$ cat src/rtl/wdog_pkg.sv
package wdog_pkg;
  localparam int REG_W      = 8;
  localparam int CODE_W     = 3;
  localparam int NUM_CODES  = 1 << CODE_W;
  localparam int CODE_LSB   = 5;
  localparam int BANK_BIT   = 2;
  localparam int RSTRT_BIT  = 1;
  localparam int EN_BIT     = 0;

  typedef struct packed {
    logic [CODE_W-1:0] code;
    logic              bank;
    logic              en;
  } wdog_ctrl_t;
endpackage

$ cat src/rtl/wdog_rst_sync.sv
module wdog_rst_sync (
  input  logic clk,
  input  logic rst_n,
  output logic rst_n_sync
);
  logic [1:0] sync_q;

  always_ff @(posedge clk or negedge rst_n) begin
    if (!rst_n) sync_q <= 2'b00;
    else        sync_q <= {sync_q[0], 1'b1};
  end

  assign rst_n_sync = sync_q[1];
endmodule

$ cat src/rtl/wdog_regif.sv
module wdog_regif
  import wdog_pkg::*;
#(
  parameter int          ADDR_W    = 8,
  parameter logic [7:0]  CTRL_ADDR = 8'h96
) (
  input  logic              clk,
  input  logic              rst_n,
  input  logic              bus_sel,
  input  logic              bus_wr,
  input  logic [ADDR_W-1:0] bus_addr,
  input  logic [REG_W-1:0]  bus_wdata,
  output logic [REG_W-1:0]  bus_rdata,
  output wdog_ctrl_t        ctrl_o,
  output logic              restart_o,
  output logic              wr_hit_o
);
  wdog_ctrl_t ctrl_q, ctrl_d;
  logic       restart_q, restart_d;
  logic       addr_hit, wr_hit, rd_hit;

  assign addr_hit = (bus_addr == ADDR_W'(CTRL_ADDR));
  assign wr_hit   = bus_sel &  bus_wr & addr_hit;
  assign rd_hit   = bus_sel & ~bus_wr & addr_hit;

  always_comb begin
    ctrl_d    = ctrl_q;
    restart_d = 1'b0;
    if (wr_hit) begin
      ctrl_d.code = bus_wdata[CODE_LSB +: CODE_W];
      ctrl_d.bank = bus_wdata[BANK_BIT];
      ctrl_d.en   = bus_wdata[EN_BIT];
      restart_d   = bus_wdata[RSTRT_BIT];
    end
  end

  // reset value 02h: the restart command is held for the first clock
  always_ff @(posedge clk or negedge rst_n) begin
    if (!rst_n) begin
      ctrl_q    <= '0;
      restart_q <= 1'b1;
    end else begin
      ctrl_q    <= ctrl_d;
      restart_q <= restart_d;
    end
  end

  always_comb begin
    bus_rdata = '0;
    if (rd_hit) begin
      bus_rdata[CODE_LSB +: CODE_W] = ctrl_q.code;
      bus_rdata[BANK_BIT]           = ctrl_q.bank;
      bus_rdata[EN_BIT]             = ctrl_q.en;
    end
  end

  assign ctrl_o    = ctrl_q;
  assign restart_o = restart_q;
  assign wr_hit_o  = wr_hit;
endmodule

$ cat src/rtl/wdog_period.sv
module wdog_period
  import wdog_pkg::*;
#(
  parameter int BASE_TICKS = 16,
  parameter int CNT_W      = 11
) (
  input  logic [CODE_W-1:0] code,
  output logic [CNT_W-1:0]  term
);
  logic [CNT_W-1:0] term_lut [NUM_CODES];

  for (genvar g = 0; g < NUM_CODES; g++) begin : g_term
    assign term_lut[g] = CNT_W'(BASE_TICKS * (1 << g) - 1);
  end

  assign term = term_lut[code];
endmodule

$ cat src/rtl/wdog_counter.sv
module wdog_counter #(
  parameter int CNT_W = 11
) (
  input  logic             clk,
  input  logic             rst_n,
  input  logic             en,
  input  logic             restart,
  input  logic             tick,
  input  logic [CNT_W-1:0] term,
  output logic [CNT_W-1:0] cnt_o,
  output logic             req_o
);
  logic [CNT_W-1:0] cnt_q, cnt_d;
  logic             req_q, req_d;

  always_comb begin
    cnt_d = cnt_q;
    req_d = 1'b0;
    if (!en || restart) begin
      cnt_d = '0;
    end else if (tick) begin
      if (cnt_q >= term) begin
        cnt_d = '0;
        req_d = 1'b1;
      end else begin
        cnt_d = cnt_q + 1'b1;
      end
    end
  end

  always_ff @(posedge clk or negedge rst_n) begin
    if (!rst_n) begin
      cnt_q <= '0;
      req_q <= 1'b0;
    end else begin
      cnt_q <= cnt_d;
      req_q <= req_d;
    end
  end

  assign cnt_o = cnt_q;
  assign req_o = req_q;
endmodule

$ cat src/rtl/wdog_timer.sv
module wdog_timer
  import wdog_pkg::*;
#(
  parameter int         BASE_TICKS = 16,
  parameter logic [7:0] CTRL_ADDR  = 8'h96
) (
  input  logic       clk,
  input  logic       rst_n,
  input  logic       bus_sel,
  input  logic       bus_wr,
  input  logic [7:0] bus_addr,
  input  logic [7:0] bus_wdata,
  output logic [7:0] bus_rdata,
  input  logic       tick_in,
  output logic       bank_sel_o,
  output logic       wdog_rst_req_o
);
  localparam int CNT_W = $clog2(BASE_TICKS << (NUM_CODES - 1));

  logic             rst_n_s;
  wdog_ctrl_t       ctrl_w;
  logic             restart_w;
  logic             wr_hit_w;
  logic [CNT_W-1:0] term_w;
  logic [CNT_W-1:0] cnt_w;

  wdog_rst_sync u_rst_sync (
    .clk        (clk),
    .rst_n      (rst_n),
    .rst_n_sync (rst_n_s)
  );

  wdog_regif #(.ADDR_W(8), .CTRL_ADDR(CTRL_ADDR)) u_regif (
    .clk       (clk),
    .rst_n     (rst_n_s),
    .bus_sel   (bus_sel),
    .bus_wr    (bus_wr),
    .bus_addr  (bus_addr),
    .bus_wdata (bus_wdata),
    .bus_rdata (bus_rdata),
    .ctrl_o    (ctrl_w),
    .restart_o (restart_w),
    .wr_hit_o  (wr_hit_w)
  );

  wdog_period #(.BASE_TICKS(BASE_TICKS), .CNT_W(CNT_W)) u_period (
    .code (ctrl_w.code),
    .term (term_w)
  );

  wdog_counter #(.CNT_W(CNT_W)) u_counter (
    .clk     (clk),
    .rst_n   (rst_n_s),
    .en      (ctrl_w.en),
    .restart (restart_w),
    .tick    (tick_in),
    .term    (term_w),
    .cnt_o   (cnt_w),
    .req_o   (wdog_rst_req_o)
  );

  assign bank_sel_o = ctrl_w.bank;
endmodule

$ cat config.mk
export PLATFORM = sky130hd
export DESIGN_NAME = wdog_timer
export DESIGN_NICKNAME = d
export VERILOG_FILES = /design/src/rtl/wdog_pkg.sv /design/src/rtl/wdog_rst_sync.sv /design/src/rtl/wdog_regif.sv /design/src/rtl/wdog_period.sv /design/src/rtl/wdog_counter.sv /design/src/rtl/wdog_timer.sv
export SDC_FILE = /design/constraint.sdc
export NUM_CORES = 1
export LEC_CHECK = 0
export BUFFER_PORTS_ARGS = -buffer_cell sky130_fd_sc_hd__buf_2
export CAP_MARGIN = 10
export CORE_UTILIZATION = 45
export CTS_CLUSTER_SIZE = 14
export DETAILED_ROUTE_END_ITERATION = 7
export PLACE_DENSITY = 0.7
export SYNTH_ARGS = -nofsm -noshare
export SYNTH_HDL_FRONTEND = slang
export SYNTH_SLANG_ARGS = --single-unit
$ cat constraint.sdc
create_clock -name clk -period 2.7 [get_ports clk]
set_input_delay 0.54 -clock clk [delete_from_list [all_inputs] [get_ports clk]]
set_output_delay 0.54 -clock clk [all_outputs]
set_load 0.03 [all_outputs]
**Word level (Yosys, flattened, before mapping)**

Memory sizes are Yosys's and may differ from the RTL's.
Index checks and enable logic that the tools add are counted.

- Flip-flop bits (word level): 20
- ROM bits: 88
- Input port bits: 21
- Output and inout port bits: 10
- Word-level logic and storage cells: 33
- Memories: 1

Memory list:

| memory | words | bits a word | read ports | clocked after Yosys merged registers in | wr ports | line | source |
|---|---|---|---|---|---|---|---|
| (name not given) | 8 | 11 | 1 | 0 | 0 | wdog_period.sv:16 | `assign term = term_lut[code];` |

- Add/subtract/negate cells: 1
- Order comparisons: 2
- Eq/ne operators: 1
- Multiplexer cells: 12
- Bitwise operators: 6
- Reduce and logical (&&, ||, !) cells: 3

Operators by type and width:

| cell | count |
|---|---|
| $mux 11 | 5 |
| $add 11x1->11 const B | 1 |
| $ge 11x11->1 | 1 |
| $eq 8x8->1 const B | 1 |
| $mux 1 | 6 |
| $and 1x1->1 | 4 |
| $ge 4x4->1 const B | 1 |
| $not 3->4 | 1 |
| $mux 3 | 1 |
| $reduce_bool 2->1 | 1 |
| $logic_not 1->1 | 1 |
| $logic_or 1x1->1 | 1 |
| $not 1->1 | 1 |

**Longest topological paths before layout**

Gate-level depths: netlist of run 1.

- Depth after elaboration: 8
- Depth in mapped cells: 8

**Cells and area by module**

From an unflattened synthesis of run 1, not the netlist that was laid out.

- Cells, all modules: 140
- Area total of the unflattened synthesis: 1377.6 sq um

Modules (own cells, without submodules):

| module | times used | cells each | area each (sq um) |
|---|---|---|---|
| wdog_counter | 1 | 98 | 880.8 |
| wdog_regif | 1 | 27 | 357.8 |
| wdog_period | 1 | 12 | 85.1 |
| wdog_rst_sync | 1 | 3 | 53.8 |

**Least setup slack after synthesis of run 1**

OpenSTA, ideal clock, no wires.

- Path kind: in2out
- Start point: in bus_addr[5]
- End point: out bus_rdata[7]
- Data arrival time: 1893 ps
- Path slack: 267 ps
- Stages on the path: 3
- Cells stage by stage: nor4bb_1 > nand3b_1 > nor4_1

- Longest elaborated chain between the ends: 3

RTL lines:

| item | line | source |
|---|---|---|
| start: declaration | wdog_timer.sv:11 | `input logic [7:0] bus_addr,` |
| $eq 8x8->1 | wdog_regif.sv:22 | `assign addr_hit = (bus_addr == ADDR_W'(CTRL_ADDR));` |
| $and 1x1->1 | wdog_regif.sv:24 | `assign rd_hit = bus_sel & ~bus_wr & addr_hit;` |
| $mux 3 | wdog_regif.sv:50 | `if (rd_hit) begin` |
| end: declaration | wdog_timer.sv:13 | `output logic [7:0] bus_rdata,` |

Every way passes these cells.

**Worst setup path after layout of run 1**

- Start point: in bus_addr[5]
- End point: out bus_rdata[5]

Same word-level chain as after synthesis.

==> qor.csv, run 1 <==
metric;value;unit
status;finished, final reports clean;
grt_max_degree;19;
synth_seq_cells;20;
p_total;598;uW
drt_drc_violations_left;0;
grt_pass1_vias;928;
crit_fanout;4;
cp.arrival;1.82;ns
synth-warning-count;0;
critPathKind;in -> out;
start_util;47.8;%
power_density;432;nW/um2
fmax;423;MHz
cp.required;2.16;ns
gr-total-overflow;0;
synthToLayoutAreaGrowth;16.9;%
hold_viol_final;0;
wl_per_cell;12.4;um
start_kind;input pin;
end_kind;output port;
avgViaCountPerCell;5.40;
pwr-share-comb;6.2;%
switchingPower;128;uW
numCtsBuffers;3;
nets;182;
antennaDiodeCount;0;
p_leak;0.632;nW
ff2ff_path_depth;7;
clock_skew;0.000550;ns
hpwl;1730;um
setup_tns;0;ns
syn_area_per_cell;9.47;um2
rows;18;
regArea;502;um2
wl;2250;um
finalWeightedCongestion;0.811;
drt_iter0_markers;16;
clockPowerShare;41.8;%
ctsHtreeMaxLevel;1;
rsz0062_at_grt;false;
groute.usage.overall;19.2;%
antenna_found_initial;0;
clock_path_buffers;2;
vias;982;
ant_nets;0;
hold_path.class;reg -> async;
tightest_slew;0.734;ns
boundaryPins;31;
root_buffer;clkbuf_4;
grt_first_pass_wirelength;3860;um
fin_crit_sh;87.5;%
clock_latency;0.31;ns
nFillCells;246;
p_sw_share;21.4;%
core_area;2480;um2
cts_num_sinks;20;
maxSlewViolCount;0;
tritoncts;built;
seqPwrFrac;52.0;%
die-width;53.3;um
irDropWorstVdd;0.392;mV
drt-pass1-iter-count;4;
synth_cell_types;35;
yosysSeqAreaShare;42.4;%
p_int;471;uW
clk_pin_slew_worst_paths;0.12;ns
place.port_buffers;25;
synth_cells;125;
max_slew_margin;51.1;%
die_h;53.3;um
cap_violations;0;
setup_viol;0;
dieArea;2840;um2
syn_area;1180;um2
multi_input_area;646;um2
period_minus_slack;2.36;ns
layout-drive-gt1-share;25.7;%
==> path summary, 6_finish.rpt <==
path,startpoint,end,slack (ns)
min in group clk,u_rst_sync.sync_q[0],u_rst_sync.sync_q[1],0.37
worst max-delay path,bus_addr[5],bus_rdata[5],0.34
worst min register to register,u_rst_sync.sync_q[1],u_counter.req_o,0.31
max in group asynchronous,u_rst_sync.sync_q[1],u_counter.cnt_o[2],1.93
worst max register to register,u_regif.ctrl_o[3],u_counter.cnt_o[2],0.43
worst min-delay path,u_rst_sync.sync_q[1],u_counter.req_o,0.31
==> cell families (layout without fill, tap and decap cells) <==
family,count (synthesis),after routing,synth area share [%]
and+or+nand+nor,58,58,25.3
DFF,20,20,42.4
AOI/OAI and AO/OA,17,17,9.62
adders and majority gates,8,8,8.46
buffers and inverters,8,33,3.70
xor gates and xnor gates,7,7,5.18
muxes,5,5,4.76
other,2,4,0.634
==> final cells by class <==
type | instances | share of cell area [%]
clock buffers | 3 | 1.63
clock inverters | 1 | 2.17
inverters | 3 | 0.814
multi-input cells | 99 | 46.7
flip-flops and latches | 20 | 36.3
well taps | 30 | 2.71
repair buffers | 26 | 9.76
==> layer usage <==
layer	global-route usage, %	share of wire (%)	wire length [um]	vias to the layer above
met5	0	0	0	-
met4	9.65	0.62	14	0
met3	3.45	3.7	83	2
met2	32.7	51	1150	31
met1	22.7	44	1000	464
li1	-	-	-	485
==> cell usage after synthesis <==
master	number	area [um2]
o22a_1	1	8.76
o21ba_2	1	10.0
nor2b_1	1	6.26
nand4_1	3	18.8
ha_1	8	100
a21oi_2	2	17.5
nor4bb_1	1	10.0
buf_4	3	22.5
nor4_1	2	12.5
nor3_1	4	20.0
nand4bb_1	1	11.3
inv_1	3	11.3
nand2_1	13	48.8
o21ai_1	1	5.00
or3_1	3	18.8
mux2_2	5	56.3
and3_1	1	6.26
nand3_1	6	30.0
a2bb2oi_1	1	8.76
dfstp_2	1	26.3
xor2_1	3	26.3
o21ai_0	2	10.0
xnor2_1	4	35.0
a21o_1	2	15.0
nand3b_1	2	15.0
and4_1	1	8.76
a21oi_1	6	30.0
o41ai_1	1	8.76
nor2_1	14	52.6
conb_1	2	7.51
buf_2	2	10.0
or3b_2	1	8.76
dfrtp_1	19	475
nand2b_1	1	6.26
and2_1	4	25.0
==> stage by stage <==
stage	hold slack [ns]	utilization [%]	instances	cell area (um2)	worst slack, ns
6_report	0.310	55.9	182	1380	0.337
2_1_floorplan	0.226	-	127	1190	0.267
3_5_place_dp	0.327	53.3	177	1320	0.314
5_1_grt	0.382	55.9	182	1380	0.197
3_3_place_gp	0.325	53.3	177	1320	0.401
4_1_cts	0.343	55.9	182	1380	0.314
==> layout by cell type, fill, tap and decap left out, drive strengths merged <==
cell type and n:
nand3 6, clkbuf 3, dfrtp 19, or3 3
nand4 3, and4 1, xnor2 4, nor3 4
and3 1, inv 3, conb 4, nor4 2
nand2b 1, mux2 5, dlygate4sd3 1, nand2 13
dfstp 1, xor2 3, o21ba 1, nand3b 2
a2bb2oi 1, ha 8, o22a 1, bufinv 1
nand4bb 1, o21ai 3, nor2 14, a21oi 8
nor4bb 1, and2 4, o41ai 1, or3b 1
a21o 2, nor2b 1, buf 25
==> registers in the layout, indices dropped and copies added (netlist names) <==
name / count
u_counter.cnt_o: 11
u_counter.req_o: 1
u_regif.ctrl_o: 5
u_regif.restart_o: 1
u_rst_sync.sync_q: 2
==> critical path, stage by stage <==
cell and delay (ns):
buf_2 0.09, nor4bb_1 0.30, nand3b_1 0.16, nor3_1 0.35, and2_1 0.19, buf_2 0.19
==> power by group through the flow <==
stage | Clock, mW | Sequential [mW] | Combinational, mW
after floorplan | 0 | 0.316 | 0.0227
after global routing | 0.263 | 0.313 | 0.0420
after global placement | 0 | 0.317 | 0.0346
after detailed placement | 0 | 0.318 | 0.0360
final | 0.250 | 0.311 | 0.0371
after CTS | 0.255 | 0.312 | 0.0374
==> timing repair <==
action                                  CTS  global route
endpoints found under the setup margin    0             0
gates resized for setup                   0             0
hold buffers                              1             0
setup buffers                             0             0
endpoints found under the hold margin     2             0
No activity file was read; power rests on OpenSTA's default activity.
==> run 2, diff against run 1 <==
- clock period: 2.7 -> 2.6 ns (I/O delays scaled with it)
==> run 2 against run 1 <==
- worst hold slack worse by 0.013 ns
- non-clock buffer count stayed put
- first-iteration DRC count is 31% lower
- via count is 2.1% lower
==> qor.csv, run 2 (same netlist as run 1, synthesis figures left out) <==
metric;value;unit;change
status;finished, final reports clean;;
cts_setup_buffers;0;;unchanged
rows;18;;unchanged
boundaryPins;31;;unchanged
root_buffer;clkbuf_4;;
wl_per_cell;11.8;um;-5.1%
drt_iter0_markers;11;;-5
ctsHtreeMaxLevel;1;;unchanged
antennaDiodeCount;0;;unchanged
clock_path_buffers;2;;unchanged
avgViaCountPerCell;5.28;;-2.1%
gr-total-overflow;0;;unchanged
nets;182;;unchanged
power_density;445;nW/um2;+2.8%
rsz0062_at_grt;false;;
max_slew_margin;52.9;%;+1.8 points
p_leak;0.632;nW;unchanged
place.port_buffers;25;;unchanged
start_util;47.8;%;unchanged
groute.usage.overall;18.4;%;-0.75 points
hpwl;1680;um;-2.9%
numCtsBuffers;3;;unchanged
irDropWorstVdd;0.372;mV;-5.2%
cts_resized;0;;unchanged
grt_first_pass_wirelength;3790;um;-2.0%
fin_crit_sh;88.1;%;
finalWeightedCongestion;0.811;;about the same
die-width;53.3;um;unchanged
multi_input_area;646;um2;unchanged
end_kind;register;;
setup_viol;0;;unchanged
drt_drc_violations_left;0;;unchanged
fmax;437;MHz;
grt_pass1_vias;895;;-3.6%
post-route-util;55.9;%;unchanged
clock_latency;0.30;ns;about the same
start_kind;register;;
dieArea;2840;um2;unchanged
synthToLayoutAreaGrowth;16.9;%;unchanged
layout_commonest_cell;buf_2;;
largest_reg_flops;11;;unchanged
final_cells;182;;unchanged
nFillCells;238;;-3.3%
core_area;2480;um2;unchanged
regArea;502;um2;unchanged
cp.arrival;2.53;ns;+0.71 ns
cap_violations;0;;unchanged
setup_tns;0;ns;unchanged
setup_ws;0.310;ns;-0.0271 ns
cts_num_sinks;20;;unchanged
clock_skew;0.00544;ns;+0.00489 ns
ant_nets;0;;unchanged
vias;961;;-2.1%
hold_viol_final;0;;unchanged
clk_pin_slew_worst_paths;0.12;ns;about the same
drt-pass1-iter-count;4;;unchanged
period_minus_slack;2.29;ns;
p_total;615;uW;+2.8%
critPathKind;reg -> reg;;
grt_max_degree;19;;unchanged
tightest_slew;0.707;ns;-0.0270 ns
wl;2140;um;-5.1%
tritoncts;built;;
antenna_found_initial;0;;unchanged
cp.required;2.84;ns;+0.68 ns
hold_path.class;reg -> async;;
mostFrequentLayoutCells;buf_2 (25), dfrtp_1 (19), nor2_1 (14);;
maxSlewViolCount;0;;unchanged
die_h;53.3;um;unchanged
crit_fanout;8;;+4
place_ws;0.279;ns;-0.0351 ns
layout-drive-gt1-share;25.7;%;unchanged
placed_cells;177;;unchanged
## run 2: cell counts in the layout (fill, tap and decap cells not counted)
Identical to the previous run, type by type.
## run 2: layer usage
layer	global-route usage [%]	up-vias	routed length (um)
li1	-	488	-
met1	23.8	431	967
met2	30.2	40	1020
met3	3.74	2	134
met4	6.14	0	16
met5	0	-	0
## run 2: area by class of cell
class / count / area share (%)
well taps: 30 / 2.71
flip-flops and latches: 20 / 36.3
repair buffers: 26 / 9.76
inverters: 3 / 0.814
clock buffers: 3 / 1.63
clock inverters: 1 / 2.17
multi-input cells: 99 / 46.7
## run 2: metrics by stage
step                hold slack (ns)  instance area (um2)
finish                        0.298                 1380
global route                  0.382                 1380
CTS                           0.339                 1380
detailed placement            0.307                 1320
global placement              0.305                 1320
floorplan                     0.224                 1190
## run 2: report_power, final
| group | switching [mW] | internal, mW |
|---|---|---|
| sequential | 0.00833 | 0.315 |
| clock | 0.0978 | 0.156 |
| combinational | 0.0207 | 0.0179 |
| total | 0.127 | 0.489 |
## run 2: worst max-delay path, stage by stage (launching register included)
cell     delay [ns]
dfrtp_1        0.46
o21ai_0        0.21
ha_1           0.28
a21oi_1        0.15
o21ai_1        0.11
or3_1          0.50
or3_1          0.40
a21oi_2        0.11
## run 2: final timing paths
kind | from | endpoint | slack, ns | cells after the start
setup reg to reg | u_regif.ctrl_o[3] | u_counter.cnt_o[2] | 0.31 | 7
min in group clk | u_rst_sync.sync_q[0] | u_rst_sync.sync_q[1] | 0.37 | 0
hold / removal | u_rst_sync.sync_q[1] | u_counter.req_o | 0.30 | 0
setup / recovery | u_regif.ctrl_o[3] | u_counter.cnt_o[2] | 0.31 | 7
hold reg to reg | u_rst_sync.sync_q[1] | u_counter.req_o | 0.30 | 0
max in group asynchronous | u_rst_sync.sync_q[1] | u_counter.cnt_o[7] | 1.85 | 0
## run 2: repair_timing
item,in CTS,in global routing
hold endpoints to repair,2,0
hold buffers,1,0
endpoints found under the setup margin,0,0
==> run 3, diff against run 2 <==
- PLACE_DENSITY: 0.7 -> 0.68
- SYNTH_HIERARCHICAL: default -> 1
==> run 3 against run 2 <==
- maximum frequency up 0.94%
- register-to-register slack better by 0.04 ns
- the run now ends with design-rule violations left
- largest cell class unchanged
- global-route usage down 2.0 points
- highest routed layer unchanged
- utilization down 1.7 points
- worst hold slack better by 0.0043 ns
- routed wire length up 12%
- area after synthesis up 16%
- power down 14%
==> qor.csv, run 3 <==
metric;value;unit;change
path_buf_inv;2;;+2
syn_area_per_cell;9.84;um2;+3.9%
layout-drive-gt1-share;27.1;%;+1.5 points
setup_ws;0.331;ns;+0.0213 ns
synth_top_area_share;34.5;%;-5.7 points
grt_pass1_vias;971;;+8.5%
rows;19;;+1
cts_num_sinks;20;;unchanged
syn_area;1380;um2;+16%
layout_commonest_cell;buf_2;;
critPathTopFamily;simple AND/OR/NAND/NOR gates;;
synthToLayoutAreaGrowth;11.3;%;
die_h;57.3;um;+7.6%
synth_ff_type;dfrtp_1;;
r2r_end;u_counter/cnt_o[8];;
start_util;48.7;%;+0.92 points
core_area;2830;um2;+14%
gr-total-overflow;0;;unchanged
synth_area_leaders;dfrtp_1 (35%), ha_1 (11%), buf_4 (4.4%);;
end_kind;output port;;
wl;2390;um;+12%
violations;design-rule violations;;
cp.arrival;1.75;ns;-0.78 ns
synth_most_common_cell;dfrtp_1;;
nets;200;;+9.9%
yosysSeqAreaShare;36.4;%;-6.0 points
rsz0062_at_grt;false;;
ctsHtreeMaxLevel;1;;unchanged
irDropWorstVdd;0.352;mV;-5.4%
finalWeightedCongestion;0.825;;+1.8%
regArea;502;um2;unchanged
place.port_buffers;25;;unchanged
antenna_found_initial;0;;unchanged
status;complete, but fails checks;;
die-width;57.3;um;+7.6%
clock_skew;0.00242;ns;-0.00303 ns
ff2ff_path_depth;8;;+1
clock_latency;0.29;ns;about the same
boundaryPins;31;;unchanged
wl_per_cell;12.1;um;+3.2%
timing.rr.start;u_regif/ctrl_o[2];;
vias;1034;;+7.6%
tritoncts;built;;
cap_violations;0;;unchanged
cpMostUsedCell;buf_2;;
fin_crit_sh;87.3;%;-0.82 points
dieArea;3290;um2;+16%
setup_tns;0;ns;unchanged
p_total;526;uW;-14%
p_leak;0.772;nW;+22%
synth_seq_cells;20;;unchanged
path_cells;buf_2 -> nand4bb_4 -> nor4_1 -> and2_1 -> buf_2;;
cp.required;2.08;ns;-0.76 ns
nFillCells;272;;+14%
hold_viol_final;0;;unchanged
cts_resized;0;;unchanged
ant_nets;0;;unchanged
hpwl;1890;um;+13%
power_density;343;nW/um2;-23%
synth_commonest_cells;dfrtp_1 (19), ha_1 (12), inv_1 (12), nor3_1 (10), buf_4 (8);;
rrSetupSlack;0.35;ns;+0.04 ns
start_kind;input pin;;
fmax;441;MHz;+0.94%
drt_iter0_markers;16;;+5
grt_first_pass_wirelength;4170;um;+10%
synth-warning-count;6;;+6
grt_max_degree;19;;unchanged
antennaDiodeCount;0;;unchanged
setup_viol;0;;unchanged
ys_async_sr_fraction;100;%;unchanged
synth_edf_count;0;;unchanged
numCtsBuffers;3;;unchanged
largest_reg_flops;11;;unchanged
clock_path_buffers;2;;unchanged
avgViaCountPerCell;5.25;;-0.60%
root_buffer;clkbuf_4;;
crit_slowest_cell;nor4_1;;
max_slew_margin;52.3;%;-0.58 points
period_minus_slack;2.27;ns;-0.0213 ns
clk_pin_slew_worst_paths;0.10;ns;-0.02 ns
synth_cell_types;39;;+11%
synth_top_cell_by_area;dfrtp_1;;
groute.usage.overall;16.4;%;-2.0 points
synth_cells;140;;+12%
hold_path.class;reg -> async;;
tightest_slew;0.716;ns;+0.00870 ns
mostFrequentLayoutCells;buf_2 (25), dfrtp_1 (19), inv_1 (12), ha_1 (12), nor3_1 (10);;
crit_fanout;5;;-3
maxSlewViolCount;0;;unchanged
drt-pass1-iter-count;7;;+3
place_ws;0.334;ns;+0.0549 ns
drt_drc_violations_left;2;;+2
critPathMaxStageDelay;0.51;ns;about the same
multi_input_area;786;um2;+22%
critPathKind;in -> out;;
==> run 3: cell count changes after synthesis, sizes merged, moves of 3 or more <==
cell / previous run / this run
nand2: 13 / 7
nor3: 4 / 11
ha: 8 / 12
buf: 5 / 8
a21oi: 8 / 4
and2: 4 / 7
inv: 3 / 12
nand2b: 1 / 5
nor2: 14 / 7
==> run 3: cell type report <==
type,count,area share [%]
Clock buffer,4,1.71
Inverter,12,2.94
Multi-Input combinational cell,104,51.3
Sequential cell,20,32.7
Tap cell,31,2.53
Timing Repair Buffer,26,8.82
==> run 3: layer usage <==
metal / global-route usage [%] / vias up / wire, um
met5: 0 / - / 0
met3: 1.59 / 4 / 60
li1: - / 515 / -
met4: 7.32 / 0 / 40
met2: 27.4 / 25 / 1150
met1: 21.9 / 490 / 1140
==> run 3: power by group <==
part / internal [mW] / switching (mW)
clock network: 0.0598 / 0.0893
logic: 0.0261 / 0.0281
registers: 0.315 / 0.00845
total: 0.401 / 0.126
==> run 3: logic make-up after synthesis <==
group           synth area share (%)
buf+inv                         7.90
fa+ha+maj                       10.9
xor+xnor                        5.09
mux                             4.09
other cells                    0.817
compound gates                  8.08
simple gates                    26.7
flops                           36.4
==> run 3: how the worst max path moves through the flow <==
stage | end | startpoint | slack (ns) | depth (start not counted)
floorplan | u_counter/req_o | u_regif/ctrl_o[4] | 0.57 | 8
global placement | bus_rdata[0] | bus_addr[0] | 0.34 | 5
detailed placement | bus_rdata[7] | bus_addr[0] | 0.33 | 5
CTS | u_counter/cnt_o[8] | u_regif/ctrl_o[2] | 0.33 | 8
global route | u_counter/cnt_o[7] | u_regif/ctrl_o[2] | 0.18 | 8
finish | bus_rdata[7] | bus_addr[0] | 0.33 | 5
==> run 3: repair_timing <==
| action | 4_1_cts | 5_1_grt |
|---|---|---|
| setup buffers | 0 | 0 |
| endpoints found under the setup margin | 0 | 0 |
| hold buffers | 1 | 0 |
| endpoints found under the hold margin | 2 | 0 |
==> run 3: through the flow <==
step	area, um2	hold slack [ns]	utilization, %	instances
floorplan	1400	0.224	-	145
global placement	1500	0.305	52.9	192
detailed placement	1500	0.306	52.9	192
CTS	1530	0.335	54.2	197
global route	1530	0.384	54.2	197
finish	1530	0.302	54.2	197
==> run 3: worst reg2reg max path: cells and delay by family (launching register included) <==
family                   cells  cell delay, ns
AO/OA/AOI/OAI                5            1.23
adder cells (fa/ha/maj)      1            0.24
buffers and inverters        1            0.07
flip-flops                   1            0.45
AND/OR/NAND/NOR              1            0.20
